### src/rtl/flash_window_mapper.sv
`timescale 1ns/1ps
module flash_window_mapper #(
  parameter int ADDR_W    = 16,
  parameter int WIN_BITS  = 13,
  parameter int PAGE_BITS = 5,
  parameter int DISK_BITS = 2,
  parameter int DATA_W    = 8,
  parameter logic [7:0] MAP_PORT = 8'h44,
  localparam int NUM_DISKS = 1 << DISK_BITS,
  localparam int MAP_W     = PAGE_BITS + DISK_BITS,
  localparam int FLASH_W   = PAGE_BITS + WIN_BITS
) (
  input  logic               clk,
  input  logic               rst_n,
  input  logic [ADDR_W-1:0]  cpu_addr,
  input  logic [DATA_W-1:0]  cpu_wdata,
  input  logic               io_wr,
  input  logic               io_rd,
  input  logic               mem_rd,
  input  logic               mem_wr,
  output logic [DATA_W-1:0]  cpu_rdata,
  output logic [FLASH_W-1:0] flash_addr,
  output logic [NUM_DISKS-1:0] disk_sel,
  output logic               win_hit
);

  logic [MAP_W-1:0] map_q;
  logic             port_hit;
  logic             in_win;
  logic [DISK_BITS-1:0] disk_no;

  assign port_hit = (cpu_addr[7:0] == MAP_PORT);
  assign in_win   = &cpu_addr[ADDR_W-1:WIN_BITS];
  assign disk_no  = map_q[MAP_W-1:PAGE_BITS];

  always_ff @(posedge clk or negedge rst_n) begin
    if (!rst_n)
      map_q <= '0;
    else if (io_wr && port_hit)
      map_q <= cpu_wdata[MAP_W-1:0];
  end

  assign win_hit    = (mem_rd || mem_wr) && in_win;
  assign flash_addr = {map_q[PAGE_BITS-1:0], cpu_addr[WIN_BITS-1:0]};
  assign cpu_rdata  = (io_rd && port_hit) ? {{(DATA_W-MAP_W){1'b0}}, map_q} : '0;

  for (genvar d = 0; d < NUM_DISKS; d++) begin : g_sel
    assign disk_sel[d] = win_hit && (disk_no == DISK_BITS'(d));
  end

  assert_sel_onehot_R6: assert property (@(posedge clk) disable iff (!rst_n)
    $onehot0(disk_sel));

  assert_sel_needs_hit_R6: assert property (@(posedge clk) disable iff (!rst_n)
    (disk_sel != '0) == win_hit);

  assert_no_hit_low_R4: assert property (@(posedge clk) disable iff (!rst_n)
    (!in_win || !(mem_rd || mem_wr)) |-> !win_hit);

  assert_load_R2: assert property (@(posedge clk) disable iff (!rst_n)
    (io_wr && port_hit) |=> (flash_addr[FLASH_W-1:WIN_BITS] == $past(cpu_wdata[PAGE_BITS-1:0])));

  assert_hold_R3: assert property (@(posedge clk) disable iff (!rst_n)
    !(io_wr && port_hit) |=> $stable(flash_addr[FLASH_W-1:WIN_BITS]));

  assert_rdata_idle_R8: assert property (@(posedge clk) disable iff (!rst_n)
    !(io_rd && port_hit) |-> (cpu_rdata == '0));

endmodule

### config.mk
export PLATFORM = sky130hd
export DESIGN_NAME = flash_window_mapper
export DESIGN_NICKNAME = d
export VERILOG_FILES = /design/src/rtl/flash_window_mapper.sv
export SDC_FILE = /design/constraint.sdc
export NUM_CORES = 1
export LEC_CHECK = 0
export ABC_AREA = 1
export BUFFER_PORTS_ARGS = -buffer_cell sky130_fd_sc_hd__buf_2
export CORE_ASPECT_RATIO = 1.4
export CORE_MARGIN = 4
export CORE_UTILIZATION = 35
export CTS_BUF_LIST = sky130_fd_sc_hd__clkbuf_4 sky130_fd_sc_hd__clkbuf_8 sky130_fd_sc_hd__clkbuf_16
export DETAILED_ROUTE_END_ITERATION = 8
export PLACE_DENSITY = 0.83
export SLEW_MARGIN = 20
export SYNTH_ARGS = -nofsm -noshare
export SYNTH_HDL_FRONTEND = slang
export SYNTH_SLANG_ARGS = --single-unit
### constraint.sdc
create_clock -name clk -period 0.97 [get_ports clk]
set_input_delay 0.1455 -clock clk [delete_from_list [all_inputs] [get_ports clk]]
set_output_delay 0.1455 -clock clk [all_outputs]
set_load 0.05 [all_outputs]
# Word level (Yosys, flattened, before mapping)
# Index checks and enable logic that the tools add are counted.
[word_totals]
register_bits = 7
word_cells = 16
output_inout_bits = 31
inputBits = 30
[op_classes]
n_mux = 1
n_eq_ne = 4
n_reduce_logical = 10
[ops]
columns = ["op", "count"]
rows = [
  ["$eq 8x7->1 const B", 1],
  ["$logic_and 1x1->1", 7],
  ["$mux 7", 1],
  ["$eq 2x2->1 const B", 2],
  ["$reduce_and 3->1", 1],
  ["$eq 2x1->1 const B", 1],
  ["$logic_not 2->1", 1],
  ["$logic_or 1x1->1", 1],
]

# Longest topological paths before layout
# Gate-level depths: netlist (run 1).
[depth]
ltp_word = 3
mapped_depth = 6
depth_no_buf = 6

# Worst setup path before layout (run 1)
# No wires, ideal clock.
[synth_timing]
path_type = "register to output"
from = "reg map_q[6]"
to = "out disk_sel[2]"
arrival_time_ns = 1.541
stages_incl_launch_ff = 3
n_path_buf = 0
setup_slack_ns = -0.717
required_ns = 0.824
path_cell_list = "dfrtp_1 > inv_1 > nor3_1"
[synth_via]
elab_chain_cells = 2
[synth_lines]
columns = ["element", "line", "source"]
rows = [
  ["from (decl)", "27", "logic [MAP_W-1:0] map_q;"],
  ["from (signal assigned)", "40", "map_q <= cpu_wdata[MAP_W-1:0];"],
  ["$eq 2x2->1", "48", "assign disk_sel[d] = win_hit && (disk_no == DISK_BITS'(d));"],
  ["$logic_and 1x1->1", "48", ""],
  ["to (decl)", "23", "output logic [NUM_DISKS-1:0] disk_sel,"],
]
# No other way between the ends.

# Worst setup path in the final report (run 1)
[layout_timing]
from = "reg map_q[6]"
to = "out disk_sel[0]"
[layout_via]
elab_chain_cells = 2
[layout_lines]
columns = ["element", "line"]
rows = [
  ["$logic_not 2->1", "48"],
  ["$logic_and 1x1->1", "48"],
]
# No other way between the ends.

==> summary.md, run 1 <==
| Metric | Value |
|---|---|
| Distinct cells, synth | 16 |
| Yosys warnings | 0 |
| Arrival time worst endpoint | around 1.1 ns |
| Root buffer cell | clkbuf_4 |
| Max IR drop VDD | 0.530 mV |
| Clock share of power | 28.7% |
| Post-DRT Antenna Nets | 0 |
| F_max | 775 MHz |
| Synth Area per Inst | about 7.4 sq um |
| Max Root-Sink Buffers | 2 |
| Final Setup Violations | 16 |
| Startpoint types | flip-flop |
| Max FFs per register | 7 |
| Core Util, Final | between 70% and 80% |
| Num ports | 61 |
| Logic pwr share | roughly two fifths |
| Vias in the first global route | 700 |
| Initial Util | a little over a third |
| Via count | 689 |
| Int Power | around 660 uW |
| CORE AREA | 1760 sq um |
| Power density cells | ~830 nW/um^2 |
| Pre-CTS setup slack | -0.263 ns |
| Flop pwr share | 31.8% |
| Final net count | 166 |
| Post-DP HPWL | approximately 1.3 mm |
| Syn nets | approximately 120 |
| Switching share of power | 35.8% |
| Max Transition Viols Final | 0 |
| Clk_lat worst skew | about 0.26 ns |
| Number of detailed-route iterations in the first pass | 2 |
| Routability Congestion | approximately 0.72 |
| Global-route wire length before repair | around 2.9 mm |
| Largest net degree at the start of global routing | 9 |
| Minimum clock period | between 1 and 1.5 ns |
| Setup ws final | -0.320 ns |
| CTS tree | done |
| Dpl cells | 141 |
| Synth Instances | 87 |
| Status | finished with violations |
| Drt first-iter violations | 5 |
| Count of non-filler cells in the finished layout | approximately 160 |
| TritonCTS Sinks | 7 |
| Clk slew on worst S/H paths | around 0.05 ns |
| P_sw | between 300 and 400 uW |
| Total gr overflow | 0 |
| Total Power | 1.02 mW |
| Top flop regs | map_q: 7 flops |
| CP Capture Type | primary output |
| Max-cap violations | 0 |
| Port Buffer Count | 48 |
| DRC | 0 |
| DR vias/cell | 4.45 |
| Worst-path fanout max | 4 |
| Detailed Route WL | between 1.5 and 2 mm |
| Failing checks | negative setup slack |
| ANT cells | 0 |
| Clock Skew | 0 ns |
| Reg with most FFs | map_q |
| Worst hold path class | input port to flip-flop |
| Avg WL per Cell | approximately 12 microns |
| Die width | around 44 microns |
| Total track usage | approximately 15% |
| Share of post-route cells with drive strength above 1 | between 70 and 80% |
| Register bit total from synthesis | 7 |
| Lkg Pwr | roughly 0.65 nW |
| Chip Height | ~59 microns |
| Total CTS buffers | 3 |
| Area Growth Syn to Fin | 92.2% |
| Antenna violations before repair | 0 |
| Post-synthesis sequential area ratio | around 27% |
| Crit share post-route | 133% |
| Cell Area, Synth | approximately 640 sq um |
| WS Path Type | flip-flop to primary output |
| RR Startpoint | map_q[0] |
| HP Start | cpu_wdata[1] |
| Worst EP required | slightly above 0.8 ns |
| Row cnt | 18 |
| Final Hold Fails | 0 |
| Worst Setup SP | map_q[6] |
| Die Area | about 2600 sq um |
| RSZ-0062 raised after global routing | true |
| H-tree Lvls | 1 |
## through the flow
step	setup TNS, ns	hold slack [ns]	instance area, sq um
after floorplan	-0.926	-0.150	763
after global placement	-2.21	-0.0232	927
after detailed placement	-2.51	-0.0190	927
after CTS	-2.62	0.119	1160
after global routing	-3.40	0.136	1230
final	-2.79	0.123	1230
## final cells by class
type                       instances  area [sq um]
tap                               20          25.0
clock buffer                       4          30.0
sequential                         7           178
multi-input combinational         47           395
fill                             114           526
inverter                          13          53.8
timing repair buffer              64           549
## critical path, stage by stage, from the launching register on
cell and delay (ns):
dfrtp_2 0.45, buf_6 0.14, nor3_4 0.12, buf_6 0.18
## per-layer routing
metal,part of all wire [%],track usage (%)
met5,0,0
met4,2.8,9.05
met3,11,4.28
met2,54,26.0
met1,32,15.7
## power by group through the flow
stage	registers, mW	logic, mW	clock network [mW]
floorplan	0.327	0.297	0
global placement	0.328	0.313	0
detailed placement	0.328	0.318	0
CTS	0.326	0.372	0.301
global route	0.327	0.432	0.309
finish	0.325	0.405	0.293
## path summary, 6_finish.rpt
| path | slack (ns) | cells past startpoint | end |
|---|---|---|---|
| max | -0.32 | 3 | disk_sel[0] |
| max reg2reg | 0.08 | 4 | map_q[0] |
| min | 0.12 | 3 | map_q[1] |
| min reg2reg | 0.59 | 3 | map_q[3] |
| min in group asynchronous | 0.24 | 2 | map_q[0] |
| max in group asynchronous | 0.57 | 2 | map_q[5] |
## logic make-up after synthesis
kind of cell	share of synthesized area (%)
and+or+nand+nor	41.6
buffers and inverters	30.5
DFF	27.3
other	0.585
## cells in the final DEF (no fill, tap or decap)
cell type      instances
dfrtp_1                5
buf_6                 21
conb_1                 1
nand2_4                2
nor2_1                 1
buf_2                 26
dlygate4sd3_1          1
buf_8                  7
nor2_4                12
nand2_8                1
nand3_2                1
inv_2                  4
dfrtp_2                2
nand2_1               15
nor2_8                 1
buf_4                  9
clkbuf_4               4
nor3_4                 4
inv_4                  2
inv_1                  7
nand3_4                1
nand2_2                1
nand3_1                7
## synthesized netlist by cell type, drive strengths merged
cell / number / area share [%]
nor3: 4 / 3.1
nand3: 9 / 7.8
buf: 19 / 22
clkbuf: 1 / 0.59
inv: 13 / 7.6
nor2: 14 / 15
dfrtp: 7 / 27
nand2: 19 / 15
conb: 1 / 0.59
## repair_timing
| item | CTS | global route |
|---|---|---|
| setup endpoints to repair | 17 | 17 |
| endpoints found under the hold margin | 7 | 0 |
| resized for setup | 47 | 12 |
| hold buffers | 1 | 0 |
| buffers inserted | 5 | 4 |
| pin swaps | 10 | 2 |
Note: power is estimated with default switching activity, not from simulation.
==> inputs of run 2 (changes only) <==
==> constraint.sdc (replaced) <==
create_clock -name clk -period 0.97 [get_ports clk]
set_input_delay 0.194 -clock clk [delete_from_list [all_inputs] [get_ports clk]]
set_output_delay 0.194 -clock clk [all_outputs]
set_load 0.05 [all_outputs]
==> summary.md, run 2 (same netlist as run 1, synthesis figures left out) <==
| Metric | Value |
|---|---|
| Status | finished with violations |
| Failing checks | negative setup slack |
| DRC | 0 (unchanged) |
| Antenna violations before repair | 0 (unchanged) |
| Total track usage | 14.9% (-0.19 points) |
| Total CTS buffers | 3 (unchanged) |
| Hold depth | 3 (unchanged) |
| Max-cap violations | 0 (unchanged) |
| Via count | 658 (-4.5%) |
| Final net count | 159 (-4.2%) |
| RR Startpoint | map_q[5] |
| CP Depth | 3 (unchanged) |
| Vias in the first global route | 732 (+4.6%) |
| Max Root-Sink Buffers | 2 (unchanged) |
| WS Path Type | flip-flop to primary output |
| Chip Height | 58.6 microns (unchanged) |
| Setup ws final | -0.350 ns (-0.0299 ns) |
| Fillers | 126 (+11%) |
| Metal-1 WL | 474 microns (-18%) |
| Largest net degree at the start of global routing | 9 (unchanged) |
| Drt first-iter violations | 6 (+1) |
| Worst path cell trace | inv_4, nor3_4, buf_6 |
| Share of post-route cells with drive strength above 1 | 71.1% (-1.5 points) |
| TritonCTS Sinks | 7 (unchanged) |
| Arrival time worst endpoint | 1.13 ns (about the same) |
| Post-DP HPWL | 1.37 mm (+5.0%) |
| Top sig layer | met4 |
| Met3 WL | 244 microns (+27%) |
| H-tree Lvls | 1 (unchanged) |
| Met2 WL post-DR | 955 microns (-1.1%) |
| Initial Util | 36.5% (unchanged) |
| Register area | 178 sq um (unchanged) |
| Worst Setup SP | map_q[6] |
| Top flop regs | map_q: 7 flops |
| Reg with most FFs | map_q |
| CORE AREA | 1760 sq um (unchanged) |
| Core Util, Final | 66.9% (-3.2 points) |
| Max FFs per register | 7 (unchanged) |
| Power density cells | 846 nW/um^2 (+1.8%) |
| RSZ-0062 raised after global routing | true |
| Crit share post-route | 136% (+3.1 points) |
| Final Hold Fails | 0 (unchanged) |
| Lkg Pwr | 0.608 nW (-6.7%) |
| Root buffer cell | clkbuf_4 |
| Reg2reg path depth | 3 (-1) |
| WP buf/inv | 2 (unchanged) |
| Worst hold path class | input port to flip-flop |
| Global-route wire length before repair | 2.88 mm (+0.24%) |
| DR vias/cell | 4.45 (about the same) |
| Port Buffer Count | 48 (unchanged) |
| ANT cells | 0 (unchanged) |
| Detailed Route WL | 1.71 mm (-4.5%) |
| Worst path max stage delay | 0.45 ns (about the same) |
| Total gr overflow | 0 (unchanged) |
| Largest delay contributor family on the critical path | flip-flops |
| Setup slack, reg-to-reg | 0.15 ns (+0.07 ns) |
| Num ports | 61 (unchanged) |
| R2R Path End | map_q[5] |
| Total Power | 994 uW (-2.8%) |
| Capture point of the critical path | disk_sel[3] |
| Max Transition Viols Final | 0 (unchanged) |
| F_max | 758 MHz (-2.3%) |
| Multi-input logic area | 395 sq um (unchanged) |
| Die width | 44.2 microns (unchanged) |
| Post-DRT Antenna Nets | 0 (unchanged) |
| Clk slew on worst S/H paths | 0.05 ns (about the same) |
| Routability Congestion | 0.701 (-3.3%) |
| Startpoint types | flip-flop |
| Row cnt | 18 (unchanged) |
| Max IR drop VDD | 0.718 mV (+36%) |
| Clock Skew | 0 ns (unchanged) |
| Number of detailed-route iterations in the first pass | 4 (+2) |
| Worst-path fanout max | 4 (unchanged) |
| Avg WL per Cell | 11.5 microns (about the same) |
| Minimum clock period | 1.32 ns (+0.0299 ns) |
| CP Capture Type | primary output |
| Clk_lat worst skew | 0.25 ns (about the same) |
| Critical-path top delay cell | dfrtp_2 |
| CTS tree | done |
| Area Growth Syn to Fin | 83.4% |
| Pre-CTS setup slack | -0.361 ns (-0.0986 ns) |
| Most frequent cells in the layout | buf_2, buf_6, nand2_1 |
| Worst EP required | 0.78 ns (-0.04 ns) |
| Die Area | 2590 sq um (unchanged) |
| Final Setup Violations | 17 (+1) |
| Commonest non-fill, non-tap cell in the layout | buf_2 |
run 2: cell count changes in the layout (fill, tap and decap cells not counted), sizes merged:
cell	change
buf	-7
run 2: area by class of cell:
cell class | count | area share, %
Tap cell | 20 | 2.13
Inverter | 13 | 5.22
Timing Repair Buffer | 57 | 41.3
Sequential cell | 7 | 15.1
Clock buffer | 4 | 2.56
Multi-Input combinational cell | 47 | 33.7
run 2: worst min-delay path by stage:
stage                             from        to  slack [ns]
after floorplan                  rst_n  map_q[0]       -0.10
after global placement           rst_n  map_q[3]        0.03
after detailed placement         rst_n  map_q[1]        0.03
after CTS                 cpu_wdata[3]  map_q[3]        0.17
after global routing      cpu_wdata[5]  map_q[5]        0.21
final                     cpu_wdata[5]  map_q[5]        0.18
run 2: metrics by stage:
step	cells	hold WS, ns	setup TNS [ns]	instance area (sq um)
final	148	0.175	-3.52	1170
after global routing	148	0.209	-4.06	1170
after CTS	147	0.173	-3.66	1150
after detailed placement	140	0.0300	-4.29	930
after global placement	140	0.0253	-3.92	930
after floorplan	87	-0.102	-1.83	773
run 2: metal layers:
layer | track usage [%] | up-vias
met2 | 28.3 | 49
li1 | - | 322
met3 | 3.67 | 4
met5 | 0 | -
met1 | 14.0 | 283
met4 | 7.76 | 0
run 2: power breakdown:
part	total (mW)	internal, mW	switching, mW
registers	0.327	0.308	0.0191
clock network	0.288	0.185	0.103
logic	0.380	0.143	0.236
run 2: worst reg2reg max path, stage by stage (launching register included):
cell and delay (ns):
dfrtp_2 0.46, buf_4 0.16, nand2_1 0.05, nand2_1 0.04
run 2: what timing repair did:
action / in CTS / in global routing
endpoints found under the setup margin: 17 / 17
gates resized for setup: 50 / 6
cloned: 0 / 0
hold endpoints to repair: 7 / 0
hold buffers: 1 / 0
buffers inserted: 2 / 1
pin swaps: 10 / 4
